<file path="src/rtl/irq_route_pkg.sv">
package irq_route_pkg;
    localparam int NDEV    = 16;
    localparam int NLINE   = 4;
    localparam int RW      = 2;
    localparam int DW      = 32;
    localparam int AW      = 8;
    localparam int SUM_BIT = 11;
    localparam int LOW_CNT = 14;   // devices served by the 0x0C register

    localparam logic [AW-1:0] OFS_RT_A = 8'h08;
    localparam logic [AW-1:0] OFS_RT_B = 8'h0C;
    localparam logic [AW-1:0] OFS_STAT = 8'h50;
    localparam logic [AW-1:0] OFS_MASK = 8'h54;
    localparam logic [AW-1:0] OFS_POL  = 8'h58;
    localparam logic [AW-1:0] OFS_INP  = 8'h5C;

    typedef struct packed {
        logic [DW-1:0] rt_a;
        logic [DW-1:0] rt_b;
        logic [DW-1:0] mask;
        logic [DW-1:0] pol;
    } cfg_regs_t;

    typedef logic [RW-1:0] line_sel_t;

    // Route selector for one device: low devices from rt_b, the rest from rt_a.
    function automatic line_sel_t route_sel(input logic [DW-1:0] rt_a,
                                            input logic [DW-1:0] rt_b,
                                            input int dev);
        logic [DW-1:0] sh;
        if (dev < LOW_CNT) sh = rt_b >> (26 - 2 * dev);
        else               sh = rt_a >> (22 - 2 * (dev - LOW_CNT));
        return sh[RW-1:0];
    endfunction
endpackage

</file>
<file path="src/rtl/irq_route_map.sv">
module irq_route_map
    import irq_route_pkg::*;
#(
    parameter bit ROUTE_EN = 1'b1
) (
    input  logic [NDEV-1:0]  dev_irq,
    input  logic [DW-1:0]    rt_a,
    input  logic [DW-1:0]    rt_b,
    output logic [NLINE-1:0] line
);
    generate
        if (ROUTE_EN) begin : g_routed
            always_comb begin
                line = '0;
                for (int d = 0; d < NDEV; d++) begin
                    if (dev_irq[d]) line[route_sel(rt_a, rt_b, d)] = 1'b1;
                end
            end
        end else begin : g_flat
            logic unused_ok;
            assign unused_ok = ^{dev_irq, rt_a, rt_b};
            assign line      = '0;
        end
    endgenerate
endmodule

</file>
<file path="src/rtl/irq_sticky_stat.sv">
module irq_sticky_stat
    import irq_route_pkg::*;
(
    input  logic          clk,
    input  logic          rst,
    input  logic [DW-1:0] inp_vec,
    input  logic [DW-1:0] mask,
    input  logic          clr_we,
    input  logic [DW-1:0] clr_data,
    output logic [DW-1:0] stat_q
);
    logic [DW-1:0] clr_vec;
    assign clr_vec = clr_we ? clr_data : '0;

    always_ff @(posedge clk) begin
        if (rst) stat_q <= '0;
        else     stat_q <= (stat_q & ~clr_vec) | (inp_vec & mask);
    end
endmodule

</file>
<file path="src/rtl/irq_fanout_router.sv">
module irq_fanout_router
    import irq_route_pkg::*;
#(
    parameter bit ROUTE_EN = 1'b1
) (
    input  logic             clk,
    input  logic             rst,
    input  logic             reg_we,
    input  logic [7:0]       reg_addr,
    input  logic [31:0]      reg_wdata,
    output logic [31:0]      reg_rdata,
    input  logic [15:0]      dev_irq,
    input  logic             ctl_irq,
    output logic [3:0]       route_out,
    output logic             summary_irq
);
    cfg_regs_t     cfg_q;
    logic [DW-1:0] stat_q;
    logic [DW-1:0] inp_vec;
    logic [DW-1:0] mask_q;
    logic          merged;

    always_ff @(posedge clk) begin
        if (rst) begin
            cfg_q <= '0;
        end else if (reg_we) begin
            case (reg_addr)
                OFS_RT_A: cfg_q.rt_a <= reg_wdata;
                OFS_RT_B: cfg_q.rt_b <= reg_wdata;
                OFS_MASK: cfg_q.mask <= reg_wdata;
                OFS_POL:  cfg_q.pol  <= reg_wdata;
                default: ;
            endcase
        end
    end

    assign mask_q = cfg_q.mask;

    generate
        if (ROUTE_EN) begin : g_sum_routed
            assign merged = ctl_irq;
        end else begin : g_sum_flat
            assign merged = ctl_irq | (|dev_irq);
        end
    endgenerate

    always_comb begin
        inp_vec          = '0;
        inp_vec[SUM_BIT] = merged;
    end

    irq_route_map #(.ROUTE_EN(ROUTE_EN)) u_map (
        .dev_irq (dev_irq),
        .rt_a    (cfg_q.rt_a),
        .rt_b    (cfg_q.rt_b),
        .line    (route_out)
    );

    irq_sticky_stat u_stat (
        .clk      (clk),
        .rst      (rst),
        .inp_vec  (inp_vec),
        .mask     (cfg_q.mask),
        .clr_we   (reg_we && (reg_addr == OFS_STAT)),
        .clr_data (reg_wdata),
        .stat_q   (stat_q)
    );

    assign summary_irq = |stat_q;

    always_comb begin
        case (reg_addr)
            OFS_RT_A: reg_rdata = cfg_q.rt_a;
            OFS_RT_B: reg_rdata = cfg_q.rt_b;
            OFS_STAT: reg_rdata = stat_q;
            OFS_MASK: reg_rdata = cfg_q.mask;
            OFS_POL:  reg_rdata = cfg_q.pol;
            OFS_INP:  reg_rdata = inp_vec;
            default:  reg_rdata = '1;
        endcase
    end
endmodule

</file>
<file path="config.mk">
export PLATFORM = sky130hd
export DESIGN_NAME = irq_fanout_router
export DESIGN_NICKNAME = d
export VERILOG_FILES = /design/src/rtl/irq_route_pkg.sv /design/src/rtl/irq_route_map.sv /design/src/rtl/irq_sticky_stat.sv /design/src/rtl/irq_fanout_router.sv
export SDC_FILE = /design/constraint.sdc
export NUM_CORES = 1
export LEC_CHECK = 0
export BUFFER_PORTS_ARGS = -buffer_cell sky130_fd_sc_hd__clkbuf_2
export CAP_MARGIN = 20
export CELL_PAD_IN_SITES_DETAIL_PLACEMENT = 1
export CELL_PAD_IN_SITES_GLOBAL_PLACEMENT = 1
export CORE_MARGIN = 10
export CORE_UTILIZATION = 30
export DETAILED_ROUTE_END_ITERATION = 7
export GPL_ROUTABILITY_DRIVEN = 0
export HOLD_SLACK_MARGIN = 0.08
export PLACE_DENSITY = 0.69
export SKIP_CTS_REPAIR_TIMING = 1
export SLEW_MARGIN = 5
export SYNTH_ARGS = -nofsm -noshare
export SYNTH_HDL_FRONTEND = slang
export SYNTH_HIERARCHICAL = 1
export SYNTH_SLANG_ARGS = --single-unit
</file>
<file path="constraint.sdc">
create_clock -name clk -period 2.6 [get_ports clk]
set_input_delay 0.52 -clock clk [delete_from_list [all_inputs] [get_ports clk]]
set_output_delay 0.52 -clock clk [all_outputs]
set_load 0.1 [all_outputs]
</file>
**Word-level counts from Yosys, hierarchy flattened**

Cells that the tools add are included.

- $lt $le $gt $ge: 32
- Equal/unequal tests: 6
- Mux-type cells: 66
- Bitwise gates (word level): 19
- Reduce and logical (&&, ||, !) cells: 22

Operator list:

| cell | count |
|---|---|
| 32-bit case mux with 6 select lines | 1 |
| 4-bit 2-to-1 mux | 16 |
| 4-bit OR | 15 |
| 2-bit by 3-bit < comparator with 1-bit output (second input constant) | 16 |
| 12-bit by 32-bit AND with 32-bit output | 1 |
| 32-bit AND | 1 |
| 1-bit demux with 2-bit select | 16 |
| 8-bit by 7-bit equality test with 1-bit output (second input constant) | 4 |
| 2-bit by 1-bit greater-or-equal comparator with 1-bit output (second input constant) | 16 |
| 2-bit 2-to-1 mux | 16 |
| 32-bit 2-to-1 mux | 1 |
| 32-bit inverter | 1 |
| 32-bit OR | 1 |
| 32-bit OR reduction | 1 |
| 1-bit logical AND | 17 |
| 8-bit by 4-bit equality test with 1-bit output (second input constant) | 2 |
| 1-bit 2-to-1 mux | 16 |
| 2-bit AND reduction | 4 |

- Register bits: 160
- Input port bits: 60
- Output and inout port bits: 37
- Word-level logic and storage cells: 150

**Depth between registers and ports, before layout**

Gate-level depths: netlist of the first run.

- Word-level depth: 36
- Depth in mapped cells: 9
- Mapped depth without buffers: 5

**Modules after synthesis**

The synthesis of the first run kept the hierarchy.

Modules (own cells, without submodules):

| module | times used | cells each | area each (sq um) | sequential area each (sq um) |
|---|---|---|---|---|
| irq_fanout_router | 1 | 736 | 5,750.5 | 2,562.5 |
| irq_sticky_stat | 1 | 134 | 1,402.6 | 640.6 |
| irq_route_map | 1 | 94 | 550.5 | 0.0 |

**Worst setup path after synthesis of the first run**

Ideal clock, no wire load.

- Kind: input to output
- Start point: in reg_addr[3]
- End point: out reg_rdata[18]
- Arrival: 3,314 ps
- Path slack: -1,234 ps
- Stages on the path: 4
- Cell sequence: buf_2 nor3b_1 nand2_1 o21ai_0

- Longest elaborated chain between the ends: 2

RTL lines:

| element | RTL line | RTL |
|---|---|---|
| start: declaration | irq_fanout_router.sv:9 | `input logic [7:0] reg_addr,` |
| 8-bit by 7-bit equality test with 1-bit output / 8-bit by 4-bit equality test with 1-bit output (equally long branches) | irq_fanout_router.sv:72 | `case (reg_addr)` |
| 32-bit case mux with 6 select lines (*) | irq_fanout_router.sv:72 |  |
| end: declaration | irq_fanout_router.sv:11 | `output logic [31:0] reg_rdata,` |

Every way passes the cells marked *; elsewhere a longest branch is shown, timed or not.

**Worst setup path in the final report of the first run**

- Start point: in reg_addr[1]
- End point: out reg_rdata[23]

The elaborated chain is that of the path after synthesis.

==> results of run 1 <==
==> power by group through the flow <==
stage               clock network [W]  logic [W]  registers (W)
global route                  0.00254   0.000441        0.00246
finish                        0.00241   0.000416        0.00246
floorplan                           0   0.000181        0.00251
global placement                    0   0.000392        0.00251
detailed placement                  0   0.000395        0.00251
CTS                           0.00243   0.000397        0.00246
==> path summary, 6_finish.rpt <==
path / startpoint / to / slack, ps / cells past startpoint
setup / recovery: reg_addr[1] / reg_rdata[23] / -60 / 7
hold reg to reg: cfg_q[30] / cfg_q[30] / 460 / 2
setup reg to reg: cfg_q[83] / cfg_q[83] / 1690 / 2
hold / removal: ctl_irq / u_stat/stat_q[11] / 350 / 3
==> placed cells by master (no fill, tap or decap), drive strengths merged, types with 12 or more instances in the layout <==
master,count
nand3,12
nand2,311
a221oi,16
nor3b,16
nor4,15
conb,31
a22o,30
a221o,26
buf,103
nand3b,13
clkbuf,84
a21oi,163
o21ai,24
mux2i,19
a21bo,32
dfxtp,160
==> logic make-up (layout without fill, tap and decap cells) <==
family / Yosys count / after routing
buffers and inverters: 76 / 195
muxes: 20 / 20
and+or+nand+nor: 401 / 401
other: 1 / 32
DFF: 160 / 160
AOI/OAI and AO/OA: 306 / 306
==> cell type report <==
| class | instances | area (um2) |
|---|---|---|
| fillers | 2946 | 14500 |
| repair buffers | 161 | 1770 |
| clock inverters | 5 | 53.8 |
| multi-input cells | 758 | 4780 |
| flip-flops and latches | 160 | 3200 |
| diodes | 1 | 2.50 |
| clock buffers | 26 | 499 |
| well taps | 330 | 413 |
| inverters | 3 | 11.3 |
==> worst max-delay path, stage by stage <==
cell	delay, ps
buf_6	100
nor4_4	370
o21ai_4	140
buf_12	180
a221o_1	280
a221o_4	370
buf_12	180
==> flip-flops by register name (all words and copies together), names as in the netlist <==
register,count
mask_q,32
u_stat/stat_q,32
cfg_q,96
==> through the flow <==
stage,cells,total power [W]
detailed placement,1407,0.00291
global route,1444,0.00544
floorplan,994,0.00269
CTS,1438,0.00529
global placement,1407,0.00290
finish,1444,0.00528
==> routing by layer <==
layer | vias up | share of wire (%)
met5 | - | 0
met4 | 0 | 1.5
met3 | 29 | 5.0
met2 | 212 | 50
met1 | 3871 | 44
li1 | 3670 | -
==> metrics.md, run 1 <==
| Metric | Value |
|---|---|
| PortBufs | `between 90 and 100` |
| Initial antenna violation count | `1` |
| Final period utilization | `102%` |
| Setup WS pre-CTS | `-116 ps` |
| Via count | `7782` |
| Busiest grt layer | `met2` |
| GRT Overall Usage | `~18%` |
| Critical path required time | `roughly 2100 ps` |
| Synth Area in XOR/XNOR | `0%` |
| Worst-margin pin slew | `around 550 ps` |
| CP Class | `input port to output pin` |
| Synth cell types | `46` |
| Clock power share | `45.6%` |
| First-pass iteration count of the detailed router | `5` |
| CTS tree | `built` |
| Area of the mapped netlist | `roughly 0.0077 mm2` |
| Cell area after layout | `0.0107 mm2` |
| Slew HR | `between 60% and 70%` |
| Synth Register Bits | `160` |
| Number of I/O pins | `between 90 and 100` |
| Clock slew at reported path FFs | `about 70 ps` |
| Layout cells sized above 1 | `about 26%` |
| Final WL | `31.4 mm` |
| Worst clock skew | `roughly 2.8 ps` |
| Hold crit path type | `input port to flip-flop` |
| Worst-case clock buffer depth | `2` |
| RSZ-0062 raised after global routing | `yes` |
| Most frequent cells after synthesis | `311 x nand2_1, 160 x dfxtp_1, 133 x a21oi_1` |
| Ranking of synthesized cells by area | `dfxtp_1 42%, nand2_1 15%, a21oi_1 8.6%` |
| Synth Area in Compound Gates | `between 20% and 30%` |
| Minimum clock period | `roughly 2700 ps` |
| Synth warn | `6` |
| Initial Util | `30.5%` |
| Vias per cell | `~5.4` |
| Final setup viols | `13` |
| Seq pwr share | `a little under half` |
| Post-DP HPWL | `between 20 and 25 mm` |
| Switching share of power | `24.1%` |
| CP Capture Type | `output pin` |
| PnR worst setup slack | `-55.2 ps` |
| Worst vdd ir | `approximately 0.00029 V` |
| Die Span Y | `around 180 um` |
| Largest net degree at the start of global routing | `a little over 60` |
| Setup TNS | `-485 ps` |
| Final hold slack | `approximately 350 ps` |
| Main combinational cell family by area after synthesis | `compound AO/OA/AOI/OAI gates` |
| Num Clock Sinks | `between 150 and 200` |
| Yosys top cell by area | `dfxtp_1` |
| Layout Utilization | `between 40% and 50%` |
| Fin nets | `between 1000 and 1500` |
| H-tree depth | `4` |
| Vias in the first global route | `8094` |
| Fin. max-slew vios | `0` |
| Post-synth EDFFs | `0` |
| Post-synthesis sequential area ratio | `41.6%` |
| DRC viols | `0` |
| Leading cell type by number of instances after synthesis | `nand2_1` |
| Outcome | `complete, but fails checks` |
| Synth Area in Adders | `0%` |
| Met2 usage | `31.7%` |
| CP max FO | `13` |
| CTS buffer count | `17` |
| Pleak | `around 3.9 nW` |
| Die area | `~0.032 mm2` |
| Max Freq | `between 0.3 and 0.4 GHz` |
| GR Util met1 | `between 20% and 30%` |
| Post-DP Area | `roughly 0.0099 mm2` |
| First-pass GRT wire length | `roughly 47 mm` |
| Post-Syn Instances | `964` |
| Clock Latency Late Sink | `420 ps` |
| Post-Synth Simple-Gate Area | `23.1%` |
| Pwr Density | `~490 mW/mm2` |
| Part of the power in combinational logic | `between 7 and 8%` |
| Row count | `58` |
| WL per Instance | `about 22 um` |
| Syn Area/Cell | `around 8 um2` |
| Multiplexer share of the synthesized area | `under 10%` |
| Root Driver | `clkbuf_16` |
| Synth top area share | `about two fifths` |
| Gr ovfl total | `0` |
| Critical Path AT | `2140 ps` |
| Initial DRC count | `just over 600` |
| Met3 Use GR | `under 10%` |
| Failing checks | `setup timing` |
| Crit path launch type | `input port` |
| Core Box Area | `roughly 0.025 mm2` |
| Final hold viol count | `0` |
| Chip Width | `around 180 um` |
| Max cap viols | `0` |
| P_sw | `0.00127 W` |
| Prevailing post-synth register cell | `dfxtp_1` |
| Area growth syn-to-layout | `39.3%` |
| Int Pwr | `0.00401 W` |
| Antenna-violating nets left | `0` |
| Async SR Flop Fraction | `0%` |
Power figures use the tool's default switching activity.
==> run 2: changes to the inputs <==
CORE_UTILIZATION = 36   (was 30)
PLACE_DENSITY = 0.78   (was 0.69)
==> run 2 against run 1 <==
Effect of this change:
- the run still ends with setup timing left
- critical path type unchanged
- fmax fell by 2.2%
- sequential share of layout area fell by 0.13 points
- worst setup slack got worse by 59 ps
- flip-flop and latch count did not move
- utilization rose by 8.8 points
- clock power barely moved
- design area rose by 0.44%
- register-to-register slack got worse by 50 ps
- first-iteration DRC count rose by 29%
- global-route usage rose by 3.7 points
- critical endpoint is now reg_rdata[13]
==> metrics.md, run 2 (synthesis gave the netlist of run 1 again) <==
| Metric | Value |
|---|---|
| Outcome | `complete, but fails checks` |
| Failing checks | `setup timing` |
| CP Cell Sequence | `buf_6, buf_6, nor3b_4, buf_6, o21ai_4, a221o_1, a221o_4, buf_12` |
| Register bank with the most flops | `cfg_q` |
| Crit-path max cell delay | `350 ps (-20 ps)` |
| Max FFs per register | `96 (unchanged)` |
| Via count | `8341 (+7.2%)` |
| Root Driver | `clkbuf_16` |
| Gr ovfl total | `0 (unchanged)` |
| First-pass GRT wire length | `48.9 mm (+3.2%)` |
| DRC viols | `0 (unchanged)` |
| Int Pwr | `0.00397 W (-1.1%)` |
| Initial DRC count | `789 (+29%)` |
| Number of I/O pins | `97 (unchanged)` |
| Largest net degree at the start of global routing | `66 (+6.5%)` |
| RSZ-0062 raised after global routing | `yes` |
| Initial Util | `36.6% (+6.1 points)` |
| Pwr Density | `495 mW/mm2 (+0.46%)` |
| Vias per cell | `5.96 (+11%)` |
| Switching share of power | `25.6% (+1.5 points)` |
| Met3 Use GR | `5.09% (+2.0 points)` |
| CP Class | `input port to output pin` |
| Fin cells | `1400 (-3.0%)` |
| Hold crit path type | `input port to flip-flop` |
| Critical path required time | `2080 ps (about the same)` |
| Worst clock skew | `11.2 ps (+8.35 ps)` |
| Vias in the first global route | `8486 (+4.8%)` |
| H-tree depth | `4 (unchanged)` |
| P_sw | `0.00136 W (+7.2%)` |
| Seq pwr share | `46.1% (-0.4 points)` |
| Chip Width | `166 um (-7.7%)` |
| Cell area after layout | `0.0108 mm2 (+0.44%)` |
| Final setup viols | `24 (+11)` |
| Clock power share | `45.6% (about the same)` |
| Minimum clock period | `2710 ps (+59.1 ps)` |
| Row count | `53 (-8.6%)` |
| Most frequent CP cell | `buf_6` |
| Area growth syn-to-layout | `39.9%` |
| Buffers & Inverters on Critical Path | `4 (+1)` |
| Largest delay share family, worst path | `compound AO/OA/AOI/OAI gates` |
| Post-DP Area | `0.00978 mm2 (-1.1%)` |
| Placed cells | `1351 (-4.0%)` |
| Num Clock Sinks | `160 (unchanged)` |
| FF-to-FF path depth | `2 (unchanged)` |
| Worst path slowest cell | `a221o_4` |
| Die area | `0.0277 mm2 (-15%)` |
| Slew HR | `59.9% (-3.4 points)` |
| Die Span Y | `166 um (-7.7%)` |
| Worst-case clock buffer depth | `2 (unchanged)` |
| Layout cells sized above 1 | `25.8% (+0.13 points)` |
| Clock Latency Late Sink | `440 ps (+20 ps)` |
| Commonest non-fill, non-tap cell in the layout | `nand2_1` |
| Worst vdd ir | `0.000473 V (+66%)` |
| CTS buffer count | `17 (unchanged)` |
| Part of the power in combinational logic | `8.3% (+0.4 points)` |
| PortBufs | `96 (unchanged)` |
| Fin nets | `1170 (+0.78%)` |
| Critical Path AT | `2190 ps (+50 ps)` |
| Met2 usage | `38.0% (+6.3 points)` |
| Busiest grt layer | `met2` |
| WL per Instance | `25.1 um (+16%)` |
| CTS tree | `built` |
| CP Capture Type | `output pin` |
| Antenna-violating nets left | `0 (unchanged)` |
| Crit path launch type | `input port` |
| First-pass iteration count of the detailed router | `5 (unchanged)` |
| GRT Overall Usage | `22.1% (+3.7 points)` |
| Number of cells on the critical path | `8 (+1)` |
| Final hold viol count | `0 (unchanged)` |
| Most frequent cells in the layout | `310 x nand2_1, 160 x dfxtp_1, 132 x a21oi_1` |
| Pleak | `3.86 nW (+0.20%)` |
| Worst Hold Depth | `3 (unchanged)` |
| Fin. max-slew vios | `0 (unchanged)` |
| Final WL | `35.2 mm (+12%)` |
| Max Freq | `0.368 GHz (-2.2%)` |
| Core Box Area | `0.0210 mm2 (-17%)` |
| Post-DP HPWL | `21.6 mm (+0.13%)` |
| Clock slew at reported path FFs | `60 ps (about the same)` |
| Max cap viols | `0 (unchanged)` |
| Initial antenna violation count | `2 (+1)` |
| CP max FO | `5 (-8)` |
| Worst-margin pin slew | `601 ps (+51.5 ps)` |
| Final period utilization | `104% (+2.3 points)` |
| GR Util met1 | `26.1% (+3.5 points)` |
| PnR worst setup slack | `-114 ps (-59.1 ps)` |
run 2: changes by cell type in the layout (fill, tap and decap cells not counted), moves of 2 or more:
cell,before,now
clkinvlp_4,0,5
o21ai_2,8,4
buf_2,4,2
a221oi_2,10,6
o21ai_4,11,13
clkbuf_1,5,3
buf_6,6,14
a221oi_1,1,6
clkbuf_2,56,52
clkbuf_8,4,2
clkbuf_16,19,22
o21ai_1,0,4
buf_4,40,43
buf_12,51,49
run 2: stage by stage:
step           worst slack [ps]  hold WS (ps)  utilization [%]  setup TNS [ps]  total power (W)
2_1_floorplan              -497           433                -           -4550          0.00269
3_3_place_gp               -177           441             46.5           -3210          0.00289
3_5_place_dp               -188           449             46.5           -4670          0.00290
4_1_cts                    -326           346             49.2           -5580          0.00526
5_1_grt                    -126           360             51.3           -1950          0.00544
6_report                   -114           363             51.3           -1170          0.00533
run 2: layer usage:
metal	wire, um	vias up
li1	-	3693
met1	14000	4125
met2	17100	407
met3	2500	116
met4	1590	0
met5	0	-
run 2: path summary, 6_finish.rpt:
| check | start | end | slack [ps] |
|---|---|---|---|
| hold reg to reg | cfg_q[26] | cfg_q[26] | 460 |
| hold / removal | ctl_irq | u_stat/stat_q[11] | 360 |
| setup / recovery | reg_addr[6] | reg_rdata[13] | -110 |
| setup reg to reg | cfg_q[80] | cfg_q[80] | 1640 |
run 2: worst min-delay path, cell delays in order:
cell      delay [ps]
clkbuf_2         100
nand2_1           90
a21oi_2           50
run 2: area by class of cell:
| cell class | instances | area (um2) |
|---|---|---|
| clock buffer | 22 | 464 |
| tap | 275 | 344 |
| clock inverter | 10 | 87.6 |
| multi-input combinational | 760 | 4770 |
| fill | 2437 | 10200 |
| inverter | 3 | 11.3 |
| timing repair buffer | 168 | 1890 |
| sequential | 160 | 3200 |
| antenna | 2 | 5.00 |
run 2: power by group through the flow:
stage | clock network (W) | registers [W] | logic, W
floorplan | 0 | 0.00251 | 0.000181
global placement | 0 | 0.00251 | 0.000380
detailed placement | 0 | 0.00251 | 0.000385
CTS | 0.00242 | 0.00246 | 0.000387
global route | 0.00253 | 0.00246 | 0.000461
finish | 0.00243 | 0.00246 | 0.000445
==> run 3: changes to the inputs <==
ABC_AREA = 1   (was default)
PLACE_DENSITY = 0.82   (was 0.78)
==> run 3 against run 2 <==
Effect of this change:
- clock-buffer cell count shrank 2
- the run now ends clean
- sequential power is essentially flat
- cell count grew 46%
- area after synthesis grew 21%
- design area grew 6.0%
- register-to-register slack gained 130 ps
- worst setup slack gained 260 ps
==> metrics.md, run 3 <==
| Metric | Value |
|---|---|
| Synth cell types | `22 (-52%)` |
| Worst reg-to-reg setup slack | `1770 ps (+130 ps)` |
| Pwr Density | `492 mW/mm2 (-0.50%)` |
| Layout Utilization | `45.2% (-6.0 points)` |
| Final setup viols | `0 (-100%)` |
| Worst-margin pin slew | `666 ps (+65.1 ps)` |
| Largest net degree at the start of global routing | `49 (-26%)` |
| Worst path slowest cell | `nor2_4` |
| First-pass GRT wire length | `59.0 mm (+21%)` |
| Die area | `0.0326 mm2 (+18%)` |
| Post-DP HPWL | `25.8 mm (+20%)` |
| Final WL | `36.4 mm (+3.5%)` |
| Initial DRC count | `746 (-5.4%)` |
| Register bank with the most flops | `cfg_q` |
| Setup TNS | `0 ps (+1170 ps)` |
| Hold crit path type | `input port to flip-flop` |
| Fin. max-slew vios | `0 (unchanged)` |
| Yosys top cell by area | `dfxtp_1` |
| Clock Latency Late Sink | `430 ps (about the same)` |
| Crit-path max cell delay | `250 ps (-100 ps)` |
| Initial antenna violation count | `0 (-2)` |
| Vias per cell | `5.20 (-13%)` |
| Fin nets | `1755 (+50%)` |
| Initial Util | `36.8% (+0.13 points)` |
| Outcome | `complete, no violations` |
| Slew HR | `55.6% (-4.3 points)` |
| Final hold viol count | `0 (unchanged)` |
| Worst setup startpoint | `reg_addr[3]` |
| Core Box Area | `0.0253 mm2 (+20%)` |
| Commonest non-fill, non-tap cell in the layout | `nand2_1` |
| GRT Overall Usage | `22.1% (-0.053 points)` |
| RSZ-0062 raised after global routing | `no` |
| Critical Path AT | `1940 ps (-250 ps)` |
| Die Span Y | `181 um (+8.6%)` |
| Largest delay share family, worst path | `simple AND/OR/NAND/NOR gates` |
| Area of the mapped netlist | `0.00929 mm2 (+21%)` |
| Number of I/O pins | `97 (unchanged)` |
| Post-Syn Instances | `1599 (+66%)` |
| Gr ovfl total | `0 (unchanged)` |
| Layout cells sized above 1 | `11.7% (-14 points)` |
| CP max FO | `14 (+9)` |
| Root Driver | `clkbuf_16` |
| Post-synth EDFFs | `0 (unchanged)` |
| Chip Width | `181 um (+8.6%)` |
| Post-synthesis sequential area ratio | `34.5% (-7.1 points)` |
| Minimum clock period | `2460 ps (-257 ps)` |
| Leading cell type by number of instances after synthesis | `nand2_1` |
| Num Clock Sinks | `160 (unchanged)` |
| Vias in the first global route | `10915 (+29%)` |
| Clock slew at reported path FFs | `60 ps (about the same)` |
| Max FFs per register | `96 (unchanged)` |
| Max Freq | `0.407 GHz (+10%)` |
| Hold Crit Endpoint | `u_stat/stat_q[7]` |
| CTS buffer count | `17 (unchanged)` |
| DRC viols | `0 (unchanged)` |
| First-pass iteration count of the detailed router | `5 (unchanged)` |
| Worst reg2reg endpoint | `cfg_q[66]` |
| Setup WS pre-CTS | `169 ps (+357 ps)` |
| WL per Instance | `17.9 um (-29%)` |
| Total power | `0.00562 W (+5.5%)` |
| Critical path required time | `2080 ps (about the same)` |
| Most frequent CP cell | `nand2_1` |
| Prevailing post-synth register cell | `dfxtp_1` |
| Synth Register Bits | `160 (unchanged)` |
| Buffers & Inverters on Critical Path | `4 (unchanged)` |
| PnR worst setup slack | `142 ps (+257 ps)` |
| Max cap viols | `0 (unchanged)` |
| CP Capture Type | `output pin` |
| PortBufs | `96 (unchanged)` |
| H-tree depth | `4 (unchanged)` |
| CTS tree | `built` |
| Number of diodes | `0 (-2)` |
| Final period utilization | `94.5% (-9.9 points)` |
| Hold Startpoint | `reg_wdata[7]` |
| Synth top area share | `34.5% (-7.1 points)` |
| Worst Hold Depth | `4 (+1)` |
| Final hold slack | `369 ps (+6.89 ps)` |
| Area growth syn-to-layout | `23.0%` |
| Via count | `10586 (+27%)` |
| Synth warn | `6 (unchanged)` |
| Syn Area/Cell | `5.81 um2 (-27%)` |
| Antenna-violating nets left | `0 (unchanged)` |
| Most frequent cells in the layout | `428 x nand2_1, 314 x nor2_1, 310 x nand3_1` |
| Worst vdd ir | `0.000431 V (-8.8%)` |
| CP Cell Sequence | `clkbuf_2, inv_2, nand2_1, nor2_4, nand2_1, buf_12, nor2_1, nor2_1, nand2_1, buf_12` |
| Worst-case clock buffer depth | `2 (unchanged)` |
| Pleak | `5.22 nW (+35%)` |
| R2r startpoint | `cfg_q[66]` |
| FF-to-FF path depth | `2 (unchanged)` |
| Row count | `58 (+9.4%)` |
| Most frequent cells after synthesis | `428 x nand2_1, 317 x nor2_1, 310 x nand3_1` |
| Ranking of synthesized cells by area | `dfxtp_1 34%, nand2_1 17%, nand3_1 17%` |
| Async SR Flop Fraction | `0% (unchanged)` |
| CP Class | `input port to output pin` |
| Worst clock skew | `0.0728 ps (-11.1 ps)` |
| Crit path launch type | `input port` |
-- run 3: cell families after synthesis --
kind of cell    synth area share (%)
simple gates                    50.2
buf+inv                         13.4
flops                           34.5
compound gates                  1.97
other cells                   0.0404
-- run 3: cell type report --
class,count,area (um2)
sequential,160,3200
timing repair buffer,134,1390
inverter,221,831
clock buffer,20,447
fill,3479,13800
clock inverter,11,164
multi-input combinational,1161,4980
tap,330,413
-- run 3: tightest hold or removal path, delay by kind of cell --
kind	cells	cell delay, ps
AO/OA/AOI/OAI	1	50
buffers and inverters	1	90
AND/OR/NAND/NOR	2	100
-- run 3: stage by stage --
step,instances,area (um2)
detailed placement,2006,10800
finish,2037,11400
global placement,2006,10800
floorplan,1629,9400
global route,2037,11400
CTS,2037,11400
-- run 3: metal layers --
layer | share of wire (%) | GRT usage, % | vias up
met1 | 42 | 27.5 | 5111
met2 | 48 | 37.3 | 333
li1 | - | - | 5072
met5 | 0 | 0 | -
met3 | 6.8 | 3.63 | 70
met4 | 2.8 | 7.91 | 0
-- run 3: worst max-delay path by stage --
stage	cells past startpoint	to	slack, ps
after detailed placement	10	reg_rdata[23]	170
final	10	reg_rdata[13]	140
after CTS	10	reg_rdata[13]	150
after global placement	10	reg_rdata[0]	230
after global routing	10	reg_rdata[23]	40
after floorplan	8	reg_rdata[10]	80
-- run 3: report_power, final --
group | internal, W | total [W] | switching (W)
combinational | 0.000141 | 0.000503 | 0.000362
sequential | 0.00246 | 0.00246 | 0.00000520
clock | 0.00162 | 0.00266 | 0.00104
